`src/rtl/regmask_pkg.sv`:
```
package regmask_pkg;
  typedef enum logic [1:0] {
    ST_IDLE = 2'd0,
    ST_RUN  = 2'd1,
    ST_DONE = 2'd2
  } xfer_state_e;

  typedef enum logic {
    XFER_SPILL = 1'b0,
    XFER_FILL  = 1'b1
  } xfer_mode_e;
endpackage

```
`src/rtl/regmask_pick.sv`:
```
// Lowest-set-bit finder: one-hot grant plus binary index.
module regmask_pick #(
  parameter int N     = 64,
  parameter int IDX_W = $clog2(N)
) (
  input  logic [N-1:0]     vec_i,
  output logic [N-1:0]     grant_o,
  output logic [IDX_W-1:0] idx_o,
  output logic             found_o
);
  logic [N:0] seen;

  assign seen[0] = 1'b0;

  for (genvar i = 0; i < N; i++) begin : g_chain
    assign grant_o[i]  = vec_i[i] & ~seen[i];
    assign seen[i+1]   = seen[i] | vec_i[i];
  end

  assign found_o = seen[N];

  always_comb begin
    idx_o = '0;
    for (int i = 0; i < N; i++) begin
      if (grant_o[i]) idx_o = idx_o | IDX_W'(i);
    end
  end
endmodule

```
`src/rtl/regmask_agu.sv`:
```
// Slot address: base + index * SLOT_BYTES.
module regmask_agu #(
  parameter int ADDR_W     = 32,
  parameter int IDX_W      = 6,
  parameter int SLOT_BYTES = 8
) (
  input  logic [ADDR_W-1:0] base_i,
  input  logic [IDX_W-1:0]  idx_i,
  output logic [ADDR_W-1:0] addr_o
);
  localparam int SHIFT = $clog2(SLOT_BYTES);

  logic [ADDR_W-1:0] offset;

  assign offset = {{(ADDR_W-IDX_W){1'b0}}, idx_i} << SHIFT;
  assign addr_o = base_i + offset;
endmodule

```
`src/rtl/regmask_xfer.sv`:
```
module regmask_xfer
  import regmask_pkg::*;
#(
  parameter int NREG       = 64,
  parameter int DATA_W     = 64,
  parameter int ADDR_W     = 32,
  parameter int SLOT_BYTES = 8,
  localparam int IDX_W     = $clog2(NREG)
) (
  input  logic              clk_i,
  input  logic              rst_ni,
  input  logic              start_i,
  input  logic              mode_i,
  input  logic [NREG-1:0]   mask_i,
  input  logic [ADDR_W-1:0] base_i,
  output logic              busy_o,
  output logic              done_o,
  output logic [IDX_W-1:0]  rf_raddr_o,
  input  logic [DATA_W-1:0] rf_rdata_i,
  output logic              rf_we_o,
  output logic [IDX_W-1:0]  rf_waddr_o,
  output logic [DATA_W-1:0] rf_wdata_o,
  output logic              mem_valid_o,
  input  logic              mem_ready_i,
  output logic              mem_we_o,
  output logic [ADDR_W-1:0] mem_addr_o,
  output logic [DATA_W-1:0] mem_wdata_o,
  input  logic [DATA_W-1:0] mem_rdata_i
);
  xfer_state_e       state_q;
  xfer_mode_e        mode_q;
  logic [NREG-1:0]   pend_q;
  logic [ADDR_W-1:0] base_q;

  logic [NREG-1:0]   eff_mask;
  logic [NREG-1:0]   grant;
  logic [NREG-1:0]   pend_left;
  logic [IDX_W-1:0]  cur_idx;
  logic              found;
  logic              run;
  logic              hs;

  // Fill never targets the hardwired register 0.
  assign eff_mask = mask_i & {{(NREG-1){1'b1}}, ~mode_i};

  regmask_pick #(.N(NREG), .IDX_W(IDX_W)) u_pick (
    .vec_i  (pend_q),
    .grant_o(grant),
    .idx_o  (cur_idx),
    .found_o(found)
  );

  regmask_agu #(.ADDR_W(ADDR_W), .IDX_W(IDX_W), .SLOT_BYTES(SLOT_BYTES)) u_agu (
    .base_i(base_q),
    .idx_i (cur_idx),
    .addr_o(mem_addr_o)
  );

  assign run       = (state_q == ST_RUN);
  assign hs        = run & mem_ready_i;
  assign pend_left = pend_q & ~grant;

  always_ff @(posedge clk_i or negedge rst_ni) begin
    if (!rst_ni) begin
      state_q <= ST_IDLE;
      mode_q  <= XFER_SPILL;
      pend_q  <= '0;
      base_q  <= '0;
    end else begin
      unique case (state_q)
        ST_IDLE: begin
          if (start_i) begin
            mode_q  <= xfer_mode_e'(mode_i);
            base_q  <= base_i;
            pend_q  <= eff_mask;
            state_q <= (|eff_mask) ? ST_RUN : ST_DONE;
          end
        end
        ST_RUN: begin
          if (hs) begin
            pend_q <= pend_left;
            if (pend_left == '0) state_q <= ST_DONE;
          end
        end
        ST_DONE: state_q <= ST_IDLE;
        default: state_q <= ST_IDLE;
      endcase
    end
  end

  assign busy_o      = run;
  assign done_o      = (state_q == ST_DONE);
  assign mem_valid_o = run;
  assign mem_we_o    = run & (mode_q == XFER_SPILL);
  assign mem_wdata_o = rf_rdata_i;
  assign rf_raddr_o  = cur_idx;
  assign rf_we_o     = hs & (mode_q == XFER_FILL);
  assign rf_waddr_o  = cur_idx;
  assign rf_wdata_o  = mem_rdata_i;

  // Assertions
  p_stall_hold_r6: assert property (@(posedge clk_i) disable iff (!rst_ni)
    (mem_valid_o && !mem_ready_i) |=> (mem_valid_o && $stable(mem_addr_o) && $stable(mem_we_o)))
    else $error("p_stall_hold_r6");

  p_ascending_r4: assert property (@(posedge clk_i) disable iff (!rst_ni)
    (mem_valid_o && mem_ready_i) |=> (!mem_valid_o || (rf_raddr_o > $past(rf_raddr_o))))
    else $error("p_ascending_r4");

  p_done_pulse_r9: assert property (@(posedge clk_i) disable iff (!rst_ni)
    done_o |=> !done_o)
    else $error("p_done_pulse_r9");

  p_valid_in_busy_r9: assert property (@(posedge clk_i) disable iff (!rst_ni)
    mem_valid_o |-> busy_o)
    else $error("p_valid_in_busy_r9");

  p_no_r0_fill_r5: assert property (@(posedge clk_i) disable iff (!rst_ni)
    rf_we_o |-> (rf_waddr_o != '0))
    else $error("p_no_r0_fill_r5");

  p_fill_on_hs_r2: assert property (@(posedge clk_i) disable iff (!rst_ni)
    rf_we_o |-> (mem_valid_o && mem_ready_i && !mem_we_o))
    else $error("p_fill_on_hs_r2");

  p_run_has_work_r3: assert property (@(posedge clk_i) disable iff (!rst_ni)
    busy_o |-> (found && $onehot0(grant)))
    else $error("p_run_has_work_r3");

  p_start_ignored_r10: assert property (@(posedge clk_i) disable iff (!rst_ni)
    (busy_o && !$past(done_o)) |=> (busy_o || done_o))
    else $error("p_start_ignored_r10");
endmodule

```
`config.mk`:
```
export PLATFORM = sky130hd
export DESIGN_NAME = regmask_xfer
export DESIGN_NICKNAME = d
export VERILOG_FILES = /design/src/rtl/regmask_pkg.sv /design/src/rtl/regmask_pick.sv /design/src/rtl/regmask_agu.sv /design/src/rtl/regmask_xfer.sv
export SDC_FILE = /design/constraint.sdc
export NUM_CORES = 1
export LEC_CHECK = 0
export ABC_AREA = 0
export BUFFER_PORTS_ARGS = -buffer_cell sky130_fd_sc_hd__buf_2
export CAP_MARGIN = 0
export CELL_PAD_IN_SITES_DETAIL_PLACEMENT = 0
export CELL_PAD_IN_SITES_GLOBAL_PLACEMENT = 1
export CORE_ASPECT_RATIO = 1.75
export CORE_MARGIN = 4
export CORE_UTILIZATION = 32
export CTS_CLUSTER_SIZE = 28
export DETAILED_ROUTE_END_ITERATION = 10
export PLACE_DENSITY = 0.9
export SYNTH_ARGS = -nofsm -noshare
export SYNTH_HDL_FRONTEND = slang
export SYNTH_SLANG_ARGS = --single-unit
export TNS_END_PERCENT = 10
```
`constraint.sdc`:
```
create_clock -name clk_i -period 7.35 [get_ports clk_i]
set_clock_uncertainty 0.15 [all_clocks]
set_input_delay 1.47 -clock clk_i [delete_from_list [all_inputs] [get_ports clk_i]]
set_output_delay 1.47 -clock clk_i [all_outputs]
set_load 0.005 [all_outputs]
```
# ---- Word-level counts from Yosys, hierarchy flattened
# Index checks and enable logic that the tools add are counted.
dict set report word_totals {
  word_cells 294
  in_bits 229
  out_inout_bits 177
  reg_bits 99
}
dict set report classes {
  mux 81
  n_bitwise 196
  n_eq_ne 5
  addsub 1
  n_reduce_logical 7
}
# op n
set op_table {}
lappend op_table {{64-bit two-way mux} 4}
lappend op_table {{6-bit two-way mux} 32}
lappend op_table {{64-bit AND} 2}
lappend op_table {{64-bit case mux with 2 select lines} 1}
lappend op_table {{5-bit two-way mux} 16}
lappend op_table {{1-bit AND} 66}
lappend op_table {{1-bit NOT} 65}
lappend op_table {{64-bit logical NOT} 1}
lappend op_table {{32-bit two-way mux} 2}
lappend op_table {{64-bit NOT} 1}
lappend op_table {{64-bit OR reduction} 1}
lappend op_table {{1-bit bitwise OR} 62}
lappend op_table {{32-bit by 9-bit adder with 32-bit output} 1}
lappend op_table {{4-bit two-way mux} 8}
lappend op_table {{2-bit two-way mux} 10}
lappend op_table {{3-bit two-way mux} 4}
lappend op_table {{3-bit AND reduction} 2}
lappend op_table {{2-bit by 1-bit != test with 1-bit output (second input constant)} 2}
lappend op_table {{2-bit case mux with 2 select lines} 1}
lappend op_table {{1-bit two-way mux} 3}
lappend op_table {{2-bit by 1-bit equality test with 1-bit output (second input constant)} 1}
lappend op_table {{2-bit equality test (second input constant)} 1}
lappend op_table {{2-bit logical NOT} 1}
lappend op_table {{2-bit != test (second input constant)} 1}
lappend op_table {{other kinds (2)} 2}

# ---- Longest topological paths before layout
# Gate-level depths: netlist (run 1).
dict set report logic_depth {
  depth_word 73
  depth_mapped 21
  mapped_depth_nobuf 18
}

# ---- Modules after synthesis
# Synthesis (run 1) repeated with hierarchy kept, for this count alone.
dict set report unflattened {
  hier_cells 989
  area_unflattened_um2 8036.5
}
# mod area_per_inst_um2 cells_each instances seq_area_each_um2
set modules_own_cells {}
lappend modules_own_cells {regmask_xfer 5646.7 628 1 2477.4}
lappend modules_own_cells {regmask_pick 1624.1 263 1 0.0}
lappend modules_own_cells {regmask_agu 765.7 98 1 0.0}

# ---- Worst setup path after synthesis (run 1)
# No wires, ideal clock.
dict set report synth_path {
  path_kind {register to output}
  start {register pend_q[32]}
  end {output mem_addr_o[29]}
  arrival_ps 4483
  path_stages_with_launch 20
  required_time_ps 5730
  n_path_buf 2
  path_slack_ps 1247
  path_cell_list {dfrtp_1 -> buf_6 -> or4_4 -> buf_6 -> or4_4 -> nor4b_4 -> nand4_4 -> or3_1 -> o31ai_1 -> or4_1 -> ha_1 -> fa_1 -> a21oi_1 -> nor2_1 -> nor2_1 -> o21bai_1 -> a21oi_1 -> nor4_1 -> nand4_1 -> xnor2_1}
}
dict set report synth_between {
  elab_chain_len 35
  word_cells_on_any_way 127
  cone_classes {1 x add/sub; 32 x mux; 94 x bitwise}
}
# item line
set synth_lines {}
lappend synth_lines {{from (decl)} regmask_xfer.sv:32} ;# logic [NREG-1:0] pend_q;
lappend synth_lines {{from (signal assigned)} regmask_xfer.sv:75} ;# pend_q <= eff_mask;
lappend synth_lines {{from (signal assigned)} regmask_xfer.sv:81} ;# pend_q <= pend_left;
lappend synth_lines {{1-bit bitwise OR *} regmask_pick.sv:17} ;# assign seen[i+1] = seen[i] | vec_i[i];
lappend synth_lines {{1-bit NOT / 1-bit bitwise OR (equally long branches)} {regmask_pick.sv:16, regmask_pick.sv:17}}
lappend synth_lines {{1-bit AND / 1-bit bitwise OR (equally long branches)} {regmask_pick.sv:16, regmask_pick.sv:17}}
lappend synth_lines {{6-bit two-way mux (tied with other cells) (28 in series)} regmask_pick.sv:25} ;# if (grant_o[i]) idx_o = idx_o | IDX_W'(i);
lappend synth_lines {{6-bit two-way mux / 1-bit NOT (equally long branches)} {regmask_pick.sv:25, regmask_pick.sv:16}}
lappend synth_lines {{6-bit two-way mux / 1-bit AND (equally long branches)} {regmask_pick.sv:25, regmask_pick.sv:16}}
lappend synth_lines {{6-bit two-way mux *} regmask_pick.sv:25}
lappend synth_lines {{net rf_raddr_o[0]} regmask_xfer.sv:18} ;# output logic [IDX_W-1:0] rf_raddr_o,
lappend synth_lines {{32-bit by 9-bit adder with 32-bit output *} regmask_agu.sv:16} ;# assign addr_o = base_i + offset;
lappend synth_lines {{to (decl)} regmask_xfer.sv:26} ;# output logic [ADDR_W-1:0] mem_addr_o,
# Mark *: on every way through the listed nets, which the timed path passes. The rest lies on a longest branch.

# ---- Worst setup path after layout (run 1)
dict set report layout_path {
  start {register pend_q[32]}
  end {output mem_addr_o[20]}
}
dict set report layout_between {
  elab_chain_len 35
  word_cells_on_any_way 127
  cone_classes {1 x add/sub; 32 x mux; 94 x bitwise}
}
# item line
set layout_lines {}
lappend layout_lines {{1-bit bitwise OR} regmask_pick.sv:17}
lappend layout_lines {{1-bit NOT / 1-bit bitwise OR (equally long branches)} {regmask_pick.sv:16, regmask_pick.sv:17}}
lappend layout_lines {{1-bit AND (tied with other cells)} regmask_pick.sv:16} ;# assign grant_o[i] = vec_i[i] & ~seen[i];
lappend layout_lines {{6-bit two-way mux (tied with other cells) (29 in series)} regmask_pick.sv:25}
lappend layout_lines {{6-bit two-way mux / 1-bit AND (equally long branches)} {regmask_pick.sv:25, regmask_pick.sv:16}}
lappend layout_lines {{6-bit two-way mux *} regmask_pick.sv:25}
lappend layout_lines {{32-bit by 9-bit adder with 32-bit output *} regmask_agu.sv:16}
# Every way passes the cells marked *; elsewhere a longest branch is shown, timed or not.

==> results_dict.tcl, run 1 <==
set metrics [dict create \
    clockBufferDepth 2 \
    powerDensity_nw_per_um2 374 \
    place_inst 1150 \
    gr-total-overflow 0 \
    drive_above_1_share_pct 26.6 \
    synth_cell_types 62 \
    r2r_slack_ps 3290 \
    grt_most_used_layer "met2" \
    ir_drop_v 0.000124 \
    tightest_slew_ps 1060 \
    antenna_found_initial 3 \
    grt_pass1_vias 6956 \
    pin_count 406 \
    clkTransAtPathRegs_ps 70 \
    grt_first_pass_wirelength_mm 46.3 \
    numCtsBuffers 9 \
    grt_max_degree 62 \
    first_pass_iters 5 \
    post-place-ws_ps 454 \
    synth_area_um2 7450 \
    fp-row-count 73 \
    syn-num-nets 1100 \
    num_vias 6869 \
    track_usage_pct 24.8 \
    final_cells 1168 \
    postSynthCellCount 864 \
    power.total_mw 2.93 \
    clock-sinks 99 \
    synth_edf_count 0 \
    finalSetupViolCount 0 \
    whs_ps 357 \
    yosysTopAreaCell "dfrtp_1" \
    ys_seq_area_share_pct 33.3 \
    die_h_um 210 \
    hpwl_mm 26.2 \
    ys_ff_latch 99 \
    clk_latency_ps 370 \
    yosys-top-cells-count "buf_4, dfrtp_1, o21ai_0" \
    leakage_nw 3.36 \
    use_met2_pct 42.4 \
    synth_top_area_share_pct 33.3 \
    dr.first_iter.drc_count 439 \
    min_period_ps 7060 \
    holdBufCountCts 0 \
    setup_ws_ps 294 \
    drv_cap 0 \
    fp.dieW_um 123 \
    final_nets 1098 \
    cp_data_required_time_ps 5730 \
    vias_per_cell 5.88 \
    initial_core_util_pct 32.6 \
    status "complete, no violations" \
    critical_path_arrival_ps 5440 \
    routedWlPerCell_um 28.0 \
    fp.dieArea_um2 25900 \
    slew_violations 0 \
    path_class "reg2out" \
    cts_tree "yes" \
    place_area_um2 7490 \
    fin_area_um2 7810 \
    yosysWarnings 0 \
    crit_path_end_kind "output pin" \
    met3_usage_pct 9.22 \
    area_growth_pct 4.87 \
    period_share_pct 96.0 \
    route.antenna.remaining_nets 0 \
    htreeDepth 3 \
    rsz0062_at_grt "yes" \
    synth.most_common_cell "buf_4" \
    root_buffer "clkbuf_16" \
    crit_fanout 9 \
    core_area_um2 22800 \
    remaining_drc_errors 0 \
    postSynthAreaPerCell_um2 8.62 \
    whs_path_depth 1 \
    max_freq_ghz 0.142 \
    synth_area_leaders "dfrtp_1, buf_4, a22o_1, mux2_2, o21ai_0" \
    ff2ff_path_depth 8 \
    cp-start-kind "register" \
    max_slew_margin_pct 29.2 \
    holdCritPathClass "reg2reg" \
    synth_ff_type "dfrtp_1" \
    numPortBuffers 149 \
    async_reset_ff_share_pct 100 \
    met1_usage_pct 20.8 \
    finalHoldViolCount 0 \
    finalWirelength_mm 32.7 \
    gp_congestion 0.964 \
]
==> where the power goes <==
part	leakage [nW]	switching, mW	internal [mW]	total (mW)
combinational	2.00	0.773	0.626	1.40
sequential	1.22	0.318	0.739	1.06
clock	0.136	0.229	0.241	0.469
total	3.36	1.32	1.61	2.93
==> cell type report <==
class                      instances  area (um^2)
clock inverter                     5         35.0
inverter                          19         71.3
tap                              300          375
fill                            2397        15000
timing repair buffer             165          868
antenna                            1         2.50
sequential                        99         2480
clock buffer                      11          243
multi-input combinational        568         3740
==> flip-flops by register name, summed over array words and instances, names as in the netlist <==
signal / cells
mode_q: 1
base_q: 32
state_q: 2
pend_q: 64
==> what timing repair did <==
item	4_1_cts	5_1_grt
endpoints found under the hold margin	0	0
resized for setup	0	7
buffers inserted	0	1
setup endpoints to repair	0	14
==> worst max-delay path, stage by stage, from the launching register on <==
cell and delay [ps]:
dfrtp_1 470, or4_4 620, or4_4 540, nor4b_4 410, buf_4 190, nand3_1 160
nor2_1 250, a21oi_1 70, and3_1 220, nand4_1 190, ha_1 280, a21o_1 160
a21oi_1 230, o21bai_1 100, a21o_1 240, a21oi_1 370, nor2_2 150, nand4_1 130
xnor2_1 130, buf_2 140
==> cell usage in the layout (no fill, tap or decap), types with 9 or more instances in the layout <==
cell,count
nand2_1,47
nand4_1,17
nor2_1,65
inv_1,19
nand3_1,19
xnor2_1,20
o21ai_0,74
dfrtp_1,99
a22o_1,59
nor4_1,29
buf_4,17
clkbuf_16,9
nor3_1,36
or4_1,11
buf_2,148
mux2_2,33
and3_1,9
a21oi_1,26
or3_1,11
==> kinds of logic after synthesis <==
group	Yosys count	synth area share, %
AND/OR/NAND/NOR	276	19.4
adder cells (fa/ha/maj)	10	1.68
AO/OA/AOI/OAI	219	20.0
XOR/XNOR	27	3.17
multiplexers	36	5.39
flip-flops	99	33.3
buffers and inverters	197	17.1
==> worst paths after layout <==
kind / startpoint / end
max reg2reg: pend_q[32] / state_q[0]
max in group asynchronous: rst_ni / base_q[14]
max: pend_q[32] / mem_addr_o[20]
min: base_q[2] / base_q[2]
min in group asynchronous: rst_ni / pend_q[30]
min reg2reg: base_q[2] / base_q[2]
==> through the flow <==
step           utilization [%]  TNS, ps
2_1_floorplan                -        0
3_3_place_gp              32.8        0
3_5_place_dp              32.8        0
4_1_cts                   34.0        0
5_1_grt                   34.2    -23.7
6_report                  34.2        0
==> layer usage <==
metal	part of all wire, %	vias up
met5	0.073	-
met4	12	4
met3	11	221
met2	50	372
met1	27	3243
li1	-	3029
(Power assumes the default switching activity.)
==> run 2: changes to the inputs <==
BUFFER_PORTS_ARGS = unset   (was -buffer_cell sky130_fd_sc_hd__buf_2)
CORE_AREA = 4 4 154 156   (was unset)
CORE_ASPECT_RATIO = unset   (was 1.75)
CORE_MARGIN = unset   (was 4)
CORE_UTILIZATION = unset   (was 32)
DIE_AREA = 0 0 158 160   (was unset)
DONT_BUFFER_PORTS = 1   (was unset)
PLACE_DENSITY = 0.7   (was 0.9)
SETUP_SLACK_MARGIN = 0.05   (was unset)
==> results_dict.tcl, run 2 (synthesis gave the netlist of run 1 again) <==
set metrics [dict create \
    track_usage_pct 18.5 \
    min_period_ps 6930 \
    crit_fanout 9 \
    area_growth_pct -5.44 \
    clk_latency_ps 360 \
    setup_ws_ps 422 \
    path_class "reg2out" \
    fp.dieArea_um2 25300 \
    drv_cap 0 \
    routedWlPerCell_um 24.1 \
    finalWirelength_mm 24.2 \
    max_slew_margin_pct 48.4 \
    holdCritPathClass "reg2reg" \
    grt_max_degree 100 \
    whs_path_depth 1 \
    pin_count 406 \
    antenna_found_initial 0 \
    worst_path_most_repeated_cell "or4_4" \
    gr-total-overflow 0 \
    fp-row-count 55 \
    grt_pass1_vias 6007 \
    ff2ff_path_depth 8 \
    leakage_nw 2.74 \
    clock-sinks 99 \
    max_freq_ghz 0.144 \
    gp_congestion 0.934 \
    diodes 0 \
    ir_drop_v 0.000156 \
    r2r-start "pend_q[32]" \
    slew_violations 0 \
    final_cell_mix "dfrtp_1, o21ai_0, nor2_1" \
    htreeDepth 3 \
    status "complete, no violations" \
    path_buf_inv 1 \
    dr.first_iter.drc_count 611 \
    min_from "base_q[8]" \
    initial_core_util_pct 33.3 \
    drive_above_1_share_pct 10.9 \
    numCtsBuffers 9 \
    place_inst 985 \
    crit_path_end_kind "output pin" \
    route.antenna.remaining_nets 0 \
    cts_tree "yes" \
    first_pass_iters 5 \
    numPortBuffers 0 \
    finalHoldViolCount 0 \
    num_vias 6085 \
    post-place-ws_ps 602 \
    largest_registers "pend_q (64), base_q (32), state_q (2)" \
    final_cells 1001 \
    remaining_drc_errors 0 \
    crit_start "pend_q[32]" \
    tightest_slew_ps 773 \
    cp_data_required_time_ps 5730 \
    largest_reg_flops 64 \
    reg2reg_to "state_q[0]" \
    period_share_pct 94.3 \
    clockBufferDepth 2 \
    hpwl_mm 18.1 \
    root_buffer "clkbuf_16" \
    cp-start-kind "register" \
    core_area_um2 22400 \
    critical_path_arrival_ps 5310 \
    holdPathEnd "base_q[8]" \
    cts_resized 0 \
    grt_first_pass_wirelength_mm 36.5 \
    vias_per_cell 6.08 \
    fp.dieW_um 158 \
    top_register "pend_q" \
    critical_path.slowest_cell "or4_4" \
    clkTransAtPathRegs_ps 80 \
    layout_commonest_cell "dfrtp_1" \
    tns_ps 0 \
    final_nets 947 \
    r2r_slack_ps 3240 \
    holdBufCountCts 0 \
    crit_chain "or4_4, or4_4, nor4b_4, nand4_4, or3_1, o22ai_1, nor4bb_1, o2111ai_1, ha_1, inv_1, o21bai_1, a21o_1, a21oi_1, nor4_1, nand3_1, xnor2_1" \
    rsz0062_at_grt "no" \
    die_h_um 160 \
    slowest_delay_ps 620 \
    crit_family "simple AND/OR/NAND/NOR gates" \
    powerDensity_nw_per_um2 384 \
    post-cts-setup-buffer-count 0 \
    finalSetupViolCount 0 \
]
## run 2: cell types whose count changed in the layout (fill, tap and decap cells not counted), moves of 2 or more
cell,before,now
buf_2,148,0
nor2_1,65,67
buf_4,17,14
clkinv_2,2,0
inv_8,0,2
nor2_2,2,0
clkinvlp_4,1,3
## run 2: per-stage QoR
stage / area [um^2] / power, mW / utilization [%] / hold WS, ps
after CTS: 7030 / 2.69 / 31.4 / 372
after global placement: 6720 / 2.16 / 30.0 / 348
after detailed placement: 6720 / 2.17 / 30.0 / 353
after global routing: 7040 / 2.91 / 31.5 / 392
final: 7040 / 2.70 / 31.5 / 369
after floorplan: 7450 / 1.93 / - / 332
## run 2: cell type report
type	count	area, um^2
Timing Repair Buffer	14	105
Fill cell	2383	15300
Tap cell	285	357
Inverter	19	71.3
Sequential cell	99	2480
Clock inverter	7	83.8
Clock buffer	9	225
Multi-Input combinational cell	568	3720
## run 2: how the worst max path moves through the flow
stage	endpoint	slack [ps]	cells after the start
3_3_place_gp	mem_addr_o[29]	780	17
3_5_place_dp	mem_addr_o[29]	600	17
4_1_cts	mem_addr_o[29]	200	17
5_1_grt	mem_addr_o[24]	70	17
2_1_floorplan	mem_addr_o[29]	1250	19
6_report	mem_addr_o[28]	420	16
## run 2: layer usage
layer	wire, um	track usage, %	vias up
met4	825	7.29	0
li1	-	-	2732
met2	10700	27.7	309
met1	10100	24.6	2973
met5	0	0	-
met3	2500	6.34	71
## run 2: where the power goes
| part | internal, mW | switching (mW) | leakage [nW] | total [mW] |
|---|---|---|---|---|
| sequential | 0.739 | 0.315 | 1.22 | 1.05 |
| combinational | 0.491 | 0.649 | 1.37 | 1.14 |
| clock | 0.270 | 0.238 | 0.142 | 0.508 |
| total | 1.50 | 1.20 | 2.74 | 2.70 |
